[src/rtl/proj_pkg.sv]
package proj_pkg;
  typedef logic [31:0] f32_t;

  // Maps a single-precision value to an unsigned key with the same ordering.
  function automatic logic [31:0] f32_key(input f32_t f);
    return f[31] ? ~f : {1'b1, f[30:0]};
  endfunction
endpackage

[src/rtl/proj_tile.sv]
module proj_tile #(
  parameter int DIM  = 4,
  parameter int PREC = 8,
  parameter int SPT  = 4,
  localparam int DW   = (DIM > 1) ? $clog2(DIM) : 1,
  localparam int LW   = (SPT > 1) ? $clog2(SPT) : 1,
  localparam int ACCW = 2 * PREC + ((DIM > 1) ? $clog2(DIM) : 1)
) (
  input  logic                   clk,
  input  logic                   rst_n,
  input  logic                   wr_en,
  input  logic [LW-1:0]          wr_loc,
  input  logic [DW-1:0]          wr_dim,
  input  logic [PREC-1:0]        wr_feat,
  input  logic                   wr_lab,
  input  logic [DIM*PREC-1:0]    dir_vec,
  input  logic                   start,
  input  logic                   grant,
  output logic                   rvld,
  output logic signed [ACCW-1:0] racc,
  output logic [LW-1:0]          rloc,
  output logic                   rlab,
  output logic                   fin
);
  localparam int AW = (SPT * DIM > 1) ? $clog2(SPT * DIM) : 1;

  logic [PREC-1:0] feat_q [SPT*DIM];
  logic [SPT-1:0]  lab_q;
  logic [AW-1:0]   waddr, raddr;

  assign waddr = AW'(wr_loc) * AW'(DIM) + AW'(wr_dim);

  always_ff @(posedge clk) begin
    if (wr_en) begin
      feat_q[waddr]  <= wr_feat;
      lab_q[wr_loc]  <= wr_lab;
    end
  end

  logic                   run_q, run_n, rvld_q, rvld_n;
  logic [LW-1:0]          loc_q, loc_n;
  logic [DW-1:0]          dim_q, dim_n;
  logic signed [ACCW-1:0] acc_q, acc_n, acc_base;
  logic signed [2*PREC-1:0] prod;

  assign raddr = AW'(loc_q) * AW'(DIM) + AW'(dim_q);
  assign prod  = $signed(feat_q[raddr]) * $signed(dir_vec[dim_q*PREC +: PREC]);

  always_comb begin
    run_n    = run_q;
    loc_n    = loc_q;
    dim_n    = dim_q;
    acc_n    = acc_q;
    rvld_n   = rvld_q;
    acc_base = (dim_q == '0) ? '0 : acc_q;
    if (start) begin
      run_n  = 1'b1;
      loc_n  = '0;
      dim_n  = '0;
      acc_n  = '0;
      rvld_n = 1'b0;
    end else if (run_q) begin
      if (rvld_q) begin
        if (grant) begin
          rvld_n = 1'b0;
          if (loc_q == LW'(SPT - 1)) run_n = 1'b0;
          else                       loc_n = loc_q + 1'b1;
        end
      end else begin
        acc_n = acc_base + ACCW'(prod);
        if (dim_q == DW'(DIM - 1)) begin
          dim_n  = '0;
          rvld_n = 1'b1;
        end else begin
          dim_n = dim_q + 1'b1;
        end
      end
    end
  end

  always_ff @(posedge clk or negedge rst_n) begin
    if (!rst_n) begin
      run_q  <= 1'b0;
      rvld_q <= 1'b0;
      loc_q  <= '0;
      dim_q  <= '0;
      acc_q  <= '0;
    end else begin
      run_q  <= run_n;
      rvld_q <= rvld_n;
      loc_q  <= loc_n;
      dim_q  <= dim_n;
      acc_q  <= acc_n;
    end
  end

  assign rvld = rvld_q;
  assign racc = acc_q;
  assign rloc = loc_q;
  assign rlab = lab_q[loc_q];
  assign fin  = !run_q;
endmodule

[src/rtl/proj_fconv.sv]
module proj_fconv #(
  parameter int ACCW = 18,
  parameter int MW   = 4
) (
  input  logic                   clk,
  input  logic                   rst_n,
  input  logic                   in_v,
  input  logic signed [ACCW-1:0] in_val,
  input  logic [MW-1:0]          in_meta,
  output logic                   out_v,
  output proj_pkg::f32_t         out_f,
  output logic [MW-1:0]          out_meta,
  output logic                   pend
);
  localparam int PW = $clog2(ACCW);

  logic                   v1_q, v2_q, v3_q;
  logic signed [ACCW-1:0] val1_q;
  logic [MW-1:0]          m1_q, m2_q, m3_q;
  logic                   sgn2_q;
  logic [ACCW-1:0]        mag2_q, mag_n;
  logic [PW-1:0]          pos2_q, pos_n;
  proj_pkg::f32_t         f3_q, f_n;
  logic [23:0]            norm;

  // stage 2 input: sign split and leading-one search
  always_comb begin
    mag_n = val1_q[ACCW-1] ? ACCW'(-val1_q) : ACCW'(val1_q);
    pos_n = '0;
    for (int i = 0; i < ACCW; i++)
      if (mag_n[i]) pos_n = PW'(i);
  end

  // stage 3 input: normalise and pack
  always_comb begin
    norm = 24'(mag2_q) << (23 - int'(pos2_q));
    if (mag2_q == '0) f_n = 32'h0000_0000;
    else              f_n = {sgn2_q, 8'(127 + int'(pos2_q)), norm[22:0]};
  end

  always_ff @(posedge clk or negedge rst_n) begin
    if (!rst_n) begin
      v1_q <= 1'b0;
      v2_q <= 1'b0;
      v3_q <= 1'b0;
    end else begin
      v1_q <= in_v;
      v2_q <= v1_q;
      v3_q <= v2_q;
    end
  end

  always_ff @(posedge clk) begin
    if (in_v) begin
      val1_q <= in_val;
      m1_q   <= in_meta;
    end
    if (v1_q) begin
      sgn2_q <= val1_q[ACCW-1];
      mag2_q <= mag_n;
      pos2_q <= pos_n;
      m2_q   <= m1_q;
    end
    if (v2_q) begin
      f3_q <= f_n;
      m3_q <= m2_q;
    end
  end

  assign out_v    = v3_q;
  assign out_f    = f3_q;
  assign out_meta = m3_q;
  assign pend     = v1_q | v2_q | v3_q;
endmodule

[src/rtl/proj_argmax.sv]
module proj_argmax #(
  parameter int IDXW = 3
) (
  input  logic             clk,
  input  logic             rst_n,
  input  logic             clr,
  input  logic             in_v,
  input  proj_pkg::f32_t   in_f,
  input  logic [IDXW-1:0]  in_idx,
  output logic             has,
  output proj_pkg::f32_t   max_f,
  output logic [IDXW-1:0]  max_idx
);
  logic            has_q, has_n;
  proj_pkg::f32_t  max_q, max_n;
  logic [IDXW-1:0] idx_q, idx_n;
  logic [31:0]     k_in, k_cur;

  assign k_in  = proj_pkg::f32_key(in_f);
  assign k_cur = proj_pkg::f32_key(max_q);

  always_comb begin
    has_n = has_q;
    max_n = max_q;
    idx_n = idx_q;
    if (clr) begin
      has_n = 1'b0;
      max_n = '0;
      idx_n = '0;
    end else if (in_v) begin
      if (!has_q || (k_in > k_cur) || ((k_in == k_cur) && (in_idx < idx_q))) begin
        has_n = 1'b1;
        max_n = in_f;
        idx_n = in_idx;
      end
    end
  end

  always_ff @(posedge clk or negedge rst_n) begin
    if (!rst_n) begin
      has_q <= 1'b0;
      max_q <= '0;
      idx_q <= '0;
    end else begin
      has_q <= has_n;
      max_q <= max_n;
      idx_q <= idx_n;
    end
  end

  assign has     = has_q;
  assign max_f   = max_q;
  assign max_idx = idx_q;
endmodule

[src/rtl/proj_engine.sv]
module proj_engine #(
  parameter int NTILE = 2,
  parameter int SPT   = 4,
  parameter int DIM   = 4,
  parameter int PREC  = 8,
  localparam int DW   = (DIM > 1) ? $clog2(DIM) : 1,
  localparam int LW   = (SPT > 1) ? $clog2(SPT) : 1,
  localparam int TW   = (NTILE > 1) ? $clog2(NTILE) : 1,
  localparam int IDXW = (NTILE * SPT > 1) ? $clog2(NTILE * SPT) : 1
) (
  input  logic            clk,
  input  logic            rst_n,
  input  logic            dir_we,
  input  logic [DW-1:0]   dir_sel,
  input  logic [PREC-1:0] dir_val,
  input  logic            smp_we,
  input  logic [TW-1:0]   smp_tile,
  input  logic [LW-1:0]   smp_loc,
  input  logic [DW-1:0]   smp_dim,
  input  logic [PREC-1:0] smp_val,
  input  logic            smp_pos,
  input  logic            start,
  output logic            busy,
  output logic            done,
  output logic            pos_valid,
  output logic [31:0]     pos_max,
  output logic [IDXW-1:0] pos_idx,
  output logic            neg_valid,
  output logic [31:0]     neg_max,
  output logic [IDXW-1:0] neg_idx
);
  localparam int ACCW = 2 * PREC + ((DIM > 1) ? $clog2(DIM) : 1);
  localparam int MW   = IDXW + 1;

  logic [DIM*PREC-1:0] dir_q;
  always_ff @(posedge clk) begin
    if (dir_we) dir_q[dir_sel*PREC +: PREC] <= dir_val;
  end

  logic                   busy_q, busy_n, done_q, done_n, go;
  logic [TW-1:0]          ptr_q, ptr_n;
  logic [NTILE-1:0]       grant, rvld, rlab, fin;
  logic signed [ACCW-1:0] racc [NTILE];
  logic [LW-1:0]          rloc [NTILE];
  logic                   pend;

  assign go = start && !busy_q;

  for (genvar t = 0; t < NTILE; t++) begin : g_tile
    assign grant[t] = busy_q && (ptr_q == TW'(t));
    proj_tile #(.DIM(DIM), .PREC(PREC), .SPT(SPT)) u_tile (
      .clk    (clk),
      .rst_n  (rst_n),
      .wr_en  (smp_we && (smp_tile == TW'(t))),
      .wr_loc (smp_loc),
      .wr_dim (smp_dim),
      .wr_feat(smp_val),
      .wr_lab (smp_pos),
      .dir_vec(dir_q),
      .start  (go),
      .grant  (grant[t]),
      .rvld   (rvld[t]),
      .racc   (racc[t]),
      .rloc   (rloc[t]),
      .rlab   (rlab[t]),
      .fin    (fin[t])
    );
  end

  // slot mux: the granted tile feeds the shared stage if it has a result
  logic                   sel_v;
  logic signed [ACCW-1:0] sel_val;
  logic [MW-1:0]          sel_meta;
  always_comb begin
    sel_v    = 1'b0;
    sel_val  = '0;
    sel_meta = '0;
    for (int t = 0; t < NTILE; t++) begin
      if (grant[t] && rvld[t]) begin
        sel_v    = 1'b1;
        sel_val  = racc[t];
        sel_meta = {rlab[t], IDXW'(t * SPT) + IDXW'(rloc[t])};
      end
    end
  end

  logic           f_v;
  proj_pkg::f32_t f_val;
  logic [MW-1:0]  f_meta;

  proj_fconv #(.ACCW(ACCW), .MW(MW)) u_fconv (
    .clk     (clk),
    .rst_n   (rst_n),
    .in_v    (sel_v),
    .in_val  (sel_val),
    .in_meta (sel_meta),
    .out_v   (f_v),
    .out_f   (f_val),
    .out_meta(f_meta),
    .pend    (pend)
  );

  logic           c_has [2];
  proj_pkg::f32_t c_max [2];
  logic [IDXW-1:0] c_idx [2];

  for (genvar c = 0; c < 2; c++) begin : g_cls
    proj_argmax #(.IDXW(IDXW)) u_amax (
      .clk    (clk),
      .rst_n  (rst_n),
      .clr    (go),
      .in_v   (f_v && (f_meta[MW-1] == 1'(c))),
      .in_f   (f_val),
      .in_idx (f_meta[IDXW-1:0]),
      .has    (c_has[c]),
      .max_f  (c_max[c]),
      .max_idx(c_idx[c])
    );
  end

  always_comb begin
    busy_n = busy_q;
    done_n = 1'b0;
    ptr_n  = '0;
    if (go) begin
      busy_n = 1'b1;
    end else if (busy_q) begin
      ptr_n = (ptr_q == TW'(NTILE - 1)) ? '0 : ptr_q + 1'b1;
      if ((&fin) && !pend) begin
        busy_n = 1'b0;
        done_n = 1'b1;
      end
    end
  end

  always_ff @(posedge clk or negedge rst_n) begin
    if (!rst_n) begin
      busy_q <= 1'b0;
      done_q <= 1'b0;
      ptr_q  <= '0;
    end else begin
      busy_q <= busy_n;
      done_q <= done_n;
      ptr_q  <= ptr_n;
    end
  end

  assign busy      = busy_q;
  assign done      = done_q;
  assign pos_valid = c_has[1];
  assign pos_max   = c_max[1];
  assign pos_idx   = c_idx[1];
  assign neg_valid = c_has[0];
  assign neg_max   = c_max[0];
  assign neg_idx   = c_idx[0];
endmodule

[config.mk]
export PLATFORM = sky130hd
export DESIGN_NAME = proj_engine
export DESIGN_NICKNAME = d
export VERILOG_FILES = /design/src/rtl/proj_pkg.sv /design/src/rtl/proj_tile.sv /design/src/rtl/proj_fconv.sv /design/src/rtl/proj_argmax.sv /design/src/rtl/proj_engine.sv
export SDC_FILE = /design/constraint.sdc
export NUM_CORES = 1
export LEC_CHECK = 0
export CORE_MARGIN = 3
export CORE_UTILIZATION = 60
export CTS_CLUSTER_SIZE = 8
export DETAILED_ROUTE_END_ITERATION = 12
export DONT_BUFFER_PORTS = 1
export PLACE_DENSITY = 0.73
export SYNTH_ARGS = -nofsm -noshare
export SYNTH_HDL_FRONTEND = slang
export SYNTH_SLANG_ARGS = --single-unit
[constraint.sdc]
create_clock -name clk -period 11.2 [get_ports clk]
set_input_delay 1.12 -clock clk [delete_from_list [all_inputs] [get_ports clk]]
set_output_delay 1.12 -clock clk [all_outputs]
set_load 0.02 [all_outputs]
== Word level (Yosys, flattened, before mapping) ==
Memories as Yosys holds them, arrays and structs flattened.
Cells that the tools add are included.

* Bits of input ports: 29
* Output and inout port bits: 74
* Memory bits (writable): 256
* Logic and storage cells: 240
* Memories: 2
* Bits in registers: 252

{| class="wikitable"
|+ Memories
! name !! words !! width !! rd ports !! clocked after Yosys merged registers in !! write ports !! RTL line !! source
|-
| g_tile[0].u_tile.feat_q || 16 || 8 || 1 || 0 || 1 || proj_tile.sv:27 || <nowiki>logic [PREC-1:0] feat_q [SPT*DIM];</nowiki>
|-
| g_tile[1].u_tile.feat_q || 16 || 8 || 1 || 0 || 1 || proj_tile.sv:27 ||
|}

* Shifts and indexed selects: 5
* $add $sub $neg: 15
* Bitwise operators: 8
* Multiplexer cells: 112
* $mul: 2
* Reduce and logical (&&, ||, !) cells: 44
* Equality and inequality tests: 10
* Order comparisons: 8

{| class="wikitable"
|+ Operator list
! kind !! number
|-
| 32-bit two-way mux || 9
|-
| 18-bit two-way mux || 11
|-
| 32-bit inverter || 3
|-
| 5-bit two-way mux || 14
|-
| 32-bit equality test || 2
|-
| 32-bit greater-than comparator || 2
|-
| 32-bit by 6-bit indexed part select with 8-bit output || 2
|-
| 1-bit two-way mux || 46
|-
| 18-bit by 16-bit adder with 18-bit output || 2
|-
| 2-bit two-way mux || 18
|-
| 5-bit negator with 34-bit output || 1
|-
| 8-bit by 34-bit variable shift with 32-bit output (first input constant) || 1
|-
| 8-bit by 34-bit indexed part select with 32-bit output || 1
|-
| 32-bit bitwise mux || 1
|-
| 8-bit by 8-bit multiplier with 16-bit output || 2
|-
| 18-bit by 32-bit << shifter with 23-bit output || 1
|-
| 2-bit nonzero test || 10
|-
| 18-bit logical NOT || 1
|-
| 3-bit two-way mux || 6
|-
| 18-bit negator || 1
|-
| 1-bit logical AND || 13
|-
| 4-bit by 2-bit adder with 4-bit output || 3
|-
| 2-bit AND reduction || 5
|-
| 2-bit by 3-bit less-than comparator with 1-bit output (second input constant) || 3
|-
| other kinds (20) || 46
|}

== Longest topological paths before layout ==
* Depth after elaboration: 18
* Mapped depth: 25
* Depth with buffers taken out: 21

== Modules after synthesis ==
From an unflattened synthesis, not the netlist that was laid out.

* Cell total of the unflattened synthesis: 2581
* Area, all modules: 32497.4 um^2

{| class="wikitable"
|+ By module, submodules not included
! module !! instances !! cells each !! area an instance (um^2)
|-
| proj_tile (g_tile[1].u_tile) || 1 || 657 || 9604.2
|-
| proj_tile (g_tile[0].u_tile) || 1 || 657 || 9603.0
|-
| proj_argmax || 2 || 319 || 3243.1
|-
| proj_fconv || 1 || 457 || 4981.0
|-
| proj_engine || 1 || 172 || 1823.0
|}

== Least setup slack after synthesis ==
OpenSTA, ideal clock, no wires.

* Path kind: reg-to-reg
* From: reg g_tile[1].u_tile.dim_q[0]
* To: reg g_tile[1].u_tile.acc_q[14]
* Required time: 11.079 ns
* Stages on the path, launching flop included: 20
* Setup slack: 4.677 ns
* Arrival time: 6.402 ns
* Period minus slack after synthesis: 6.523 ns
* Cells stage by stage: dfrtp_1 clkbuf_1 buf_2 mux4_2 mux4_2 or2_2 fa_1 fa_1 inv_1 fa_1 fa_1 fa_1 ha_1 o21a_1 o31ai_1 a211oi_1 o311ai_0 nand2_1 xor2_1 a22o_1

* Cells in the longest elaborated chain, start to end: 7
* Elaborated cells on any way between the ends: 10

{| class="wikitable"
|+ RTL lines
! what !! RTL line !! source
|-
| start: declaration || proj_tile.sv:42 || <nowiki>logic [DW-1:0] dim_q, dim_n;</nowiki>
|-
| start signal: assignment || proj_tile.sv:92 || <nowiki>dim_q <= dim_n;</nowiki>
|-
| 4-bit by 2-bit adder with 4-bit output || proj_tile.sv:46 || <nowiki>assign raddr = AW'(loc_q) * AW'(DIM) + AW'(dim_q);</nowiki>
|-
| memory read 16 x 8 bit || - ||
|-
| 8-bit by 8-bit multiplier with 16-bit output || proj_tile.sv:47 || <nowiki>assign prod = $signed(feat_q[raddr]) * $signed(dir_vec[dim_q*PREC +: PREC]);</nowiki>
|-
| 18-bit by 16-bit adder with 18-bit output * || proj_tile.sv:70 || <nowiki>acc_n = acc_base + ACCW'(prod);</nowiki>
|-
| 18-bit two-way mux * || proj_tile.sv:63 || <nowiki>if (rvld_q) begin</nowiki>
|-
| 18-bit two-way mux * || proj_tile.sv:62 || <nowiki>end else if (run_q) begin</nowiki>
|-
| 18-bit two-way mux * || proj_tile.sv:56 || <nowiki>if (start) begin</nowiki>
|-
| end signal: assignment || proj_tile.sv:93 || <nowiki>acc_q <= acc_n;</nowiki>
|-
| end: declaration || proj_tile.sv:43 || <nowiki>logic signed [ACCW-1:0] acc_q, acc_n, acc_base;</nowiki>
|}

Mark *: on every way between the ends. The rest lies on a longest branch, timed or not. The select of a mux whose other input is x is not followed.
A chain may end at the register's enable or synchronous reset.

== Worst setup path in the final report ==
Same ends and word-level chain as after synthesis.

==> impl_metrics.yaml <==
outcome:
  status: "finished, final reports clean"
floorplanning:
  ios: 103
  start_util_pct: 61.5
  dieArea_sq_um: 53600
  rows: 81
  die_y_microns: 231
  core_area_sq_um: 49600
  die_w_microns: 231
grt:
  grt_usage_pct: 26.7
  grt_max_degree: 127
  grt.overflow.total: 0
  antenna_found_initial: 0
  grt_pass1_vias: 19800
  grt_pass1_wl_microns: 111000
detailed_routing:
  drcViolationCount: 0
  vias_per_cell: 6.00
  via_count: 18600
  drtIter0Drc: 1266
  wire_per_inst_microns: 22.1
  wl_microns: 68300
  firstDrtPassIters: 5
  final_antenna_net_count: 0
logic_synthesis:
  synth_edf_count: 382
  yosys_most_used_dff: "edfxtp_1"
  synth_top_area_share_pct: 37.6
  netlist_area_sq_um: 30500
  syn_inst: 2400
  synth.avg_cell_area_sq_um: 12.7
  ys_ff_latch: 508
  synthArstFlopShare_pct: 24.8
  syn_nets: 2757
  yosysUniqueCellTypes: 68
  yosysSeqAreaShare_pct: 47.9
  yosysWarnings: 0
  synthTopCellsByArea: "edfxtp_1, fa_1, dfrtp_1, mux4_2, ha_1"
  yosysTopAreaCell: "edfxtp_1"
critical_path:
  crit_fanout: 32
  path_delay_family: "adder cells"
  worst-path-buf-inv: 3
  critical_path.max_stage_delay_ns: 0.60
  cpMostUsedCell: "fa_1"
  cp-start-kind: "flop"
  cp_slowest_cell: "buf_4"
  critPathRequiredTime_ns: 11.70
  critical_path_arrival_ns: 7.84
  worstPathCellList: "buf_4 > mux4_2 > mux4_2 > and2_1 > inv_1 > fa_1 > inv_1 > fa_1 > fa_1 > fa_1 > fa_1 > ha_1 > o21a_1 > o31ai_1 > a211oi_1 > o311ai_0 > nand2_1 > xor2_1 > a22o_1"
  path_class: "flop to flop"
  endpoint_kind: "flop"
min_path:
  hp-class: "input pin to asynchronous set/reset pin"
sta:
  slew_headroom_pct: 22.8
  setup_viol: 0
  fmax_mhz: 136
  skew_ns: 0.0218
  post-route-period-util_pct: 65.5
  period_needed_ns: 7.34
  finalMaxSlewViolations: 0
  grt_setup_unrepaired: "false"
  hold_viol: 0
  setup_tns_ns: 0
  tightest_slew_ns: 1.16
layout:
  nets: 2745
  area_delta_synth_final_pct: 8.93
  fillers: 3539
  fin_util_pct: 67.0
  final_layout_size_suffix_gt1_share_pct: 9.83
clocking:
  htreeDepth: 3
  cts-resized-gates: 0
  cts_setup_buffers: 0
  cts_buffers: 74
  worst_skew_pair.late_latency_ns: 0.62
  cts_tree: "done"
  clock_sinks: 508
  clockBufferDepth: 3
  clk_pin_slew_ns: 0.05
  cts_root_buffer: "clkbuf_16"
  holdBufCountCts: 0
placement:
  dpl.hpwl_microns: 48100
  portBuffers: 0
  gp_congestion: 0.891
flow_run:
  maxCapViolations: 0
==> per-layer routing <==
metal | share of wire [%] | up-vias | global-route usage [%]
met5 | 0 | - | 0
met1 | 40 | 9343 | 34.2
met4 | 3.6 | 0 | 9.94
met3 | 6.5 | 146 | 5.62
li1 | - | 8477 | -
met2 | 50 | 605 | 45.2
==> synth_stat cells (all sizes together) (4+ instances only) <==
master and instances:
nand4 11, a211oi 11, a22o 36, nor3 26
nor2b 39, and3 4, a21oi 70, buf 36
fa 160, xnor2 100, mux2i 58, mux4 100
nand3 62, nand2 157, a32o 4, mux2 12
ha 168, o21a 11, inv 197, dfrtp 126
o311ai 4, nor2 150, or2 10, nor4 7
o22ai 4, nand2b 32, and2 117, edfxtp 382
o21bai 4, or3 7, a21o 17, and4 4
clkbuf 69, xor2 50, o31ai 17, nor3b 6
o21ai 90, o211ai 7
==> final cells by class <==
type	count	area [sq um]	share of cell area [%]
multi-input cells	1590	14700	44.3
flip-flops and latches	508	14600	44.0
clock buffers	111	2010	6.06
well taps	664	831	2.50
inverters	197	739	2.23
clock inverters	9	158	0.474
repair buffers	17	128	0.384
diodes	1	2.50	0.00753
==> sequential cells by signal, summed over array words and instances, names as in the netlist, 8 cells and up <==
name and cells:
g_tile.u_tile.racc 36, u_fconv.val1_q 18, u_fconv.mag2_q 18, g_tile.u_tile.lab_q 8, dir_q 32, g_cls.u_amax.max_f 64
u_fconv.out_f 32, g_tile.u_tile.feat_q 256
==> per-stage QoR <==
stage               instance area (sq um)  setup WS (ns)  hold WS (ns)  std cells
floorplan                           30500           4.68         0.400       2400
global placement                    31100           4.00         0.402       2976
detailed placement                  31100           3.85         0.416       2976
CTS                                 33200           3.82         0.167       3096
global route                        33200           3.36         0.175       3096
finish                              33200           3.86         0.203       3097
==> worst paths after layout <==
| path | start | slack [ns] | end | depth (start not counted) |
|---|---|---|---|---|
| max in group asynchronous | rst_n | 10.76 | g_tile[0].u_tile.dim_q[0]$_DFFE_PN0P_ | 0 |
| hold reg to reg | u_fconv.m2_q[3]$_DFFE_PP_ | 0.43 | u_fconv.out_meta[3]$_DFFE_PP_ | 0 |
| setup reg to reg | g_tile[1].u_tile.dim_q[0]$_DFFE_PN0P_ | 3.86 | g_tile[1].u_tile.racc[14]$_DFFE_PN0P_ | 19 |
| min in group clk | u_fconv.m2_q[3]$_DFFE_PP_ | 0.43 | u_fconv.out_meta[3]$_DFFE_PP_ | 0 |
| setup / recovery | g_tile[1].u_tile.dim_q[0]$_DFFE_PN0P_ | 3.86 | g_tile[1].u_tile.racc[14]$_DFFE_PN0P_ | 19 |
| hold / removal | rst_n | 0.20 | g_cls[1].u_amax.max_f[3]$_DFFE_PN0P_ | 0 |
==> logic make-up after synthesis <==
family | after synthesis | synth area share [%]
mux | 170 | 9.73
flops | 508 | 47.9
fa+ha+maj | 328 | 17.4
simple gates | 644 | 10.5
xor+xnor | 150 | 4.31
buf+inv | 302 | 3.82
compound gates | 298 | 6.28
==> worst reg2reg max path: stages (launching register included) <==
cell      delay, ns
dfrtp_2        0.59
buf_4          0.60
mux4_2         0.60
mux4_2         0.57
and2_1         0.41
inv_1          0.17
fa_1           0.42
inv_1          0.09
fa_1           0.43
fa_1           0.48
fa_1           0.53
fa_1           0.50
ha_1           0.38
o21a_1         0.21
o31ai_1        0.12
a211oi_1       0.17
o311ai_0       0.47
nand2_1        0.14
xor2_1         0.16
a22o_1         0.17
==> cells in the final DEF, fill, tap and decap left out, drive strengths merged, types with 10 or more instances in the layout <==
cell type / n
nand4: 11
clkbuf: 111
a21oi: 70
o21a: 11
o21ai: 90
buf: 17
ha: 168
nor2b: 39
a21o: 17
xor2: 50
o31ai: 17
mux2: 12
nand2: 157
a22o: 36
mux4: 100
nand3: 62
fa: 160
nor2: 150
xnor2: 100
or2: 10
mux2i: 58
and2: 117
nand2b: 32
dfrtp: 126
inv: 201
edfxtp: 382
nor3: 26
a211oi: 11
Power is not shown: default switching activity piles up to over one toggle a cycle in this logic, so the estimate is an artifact.
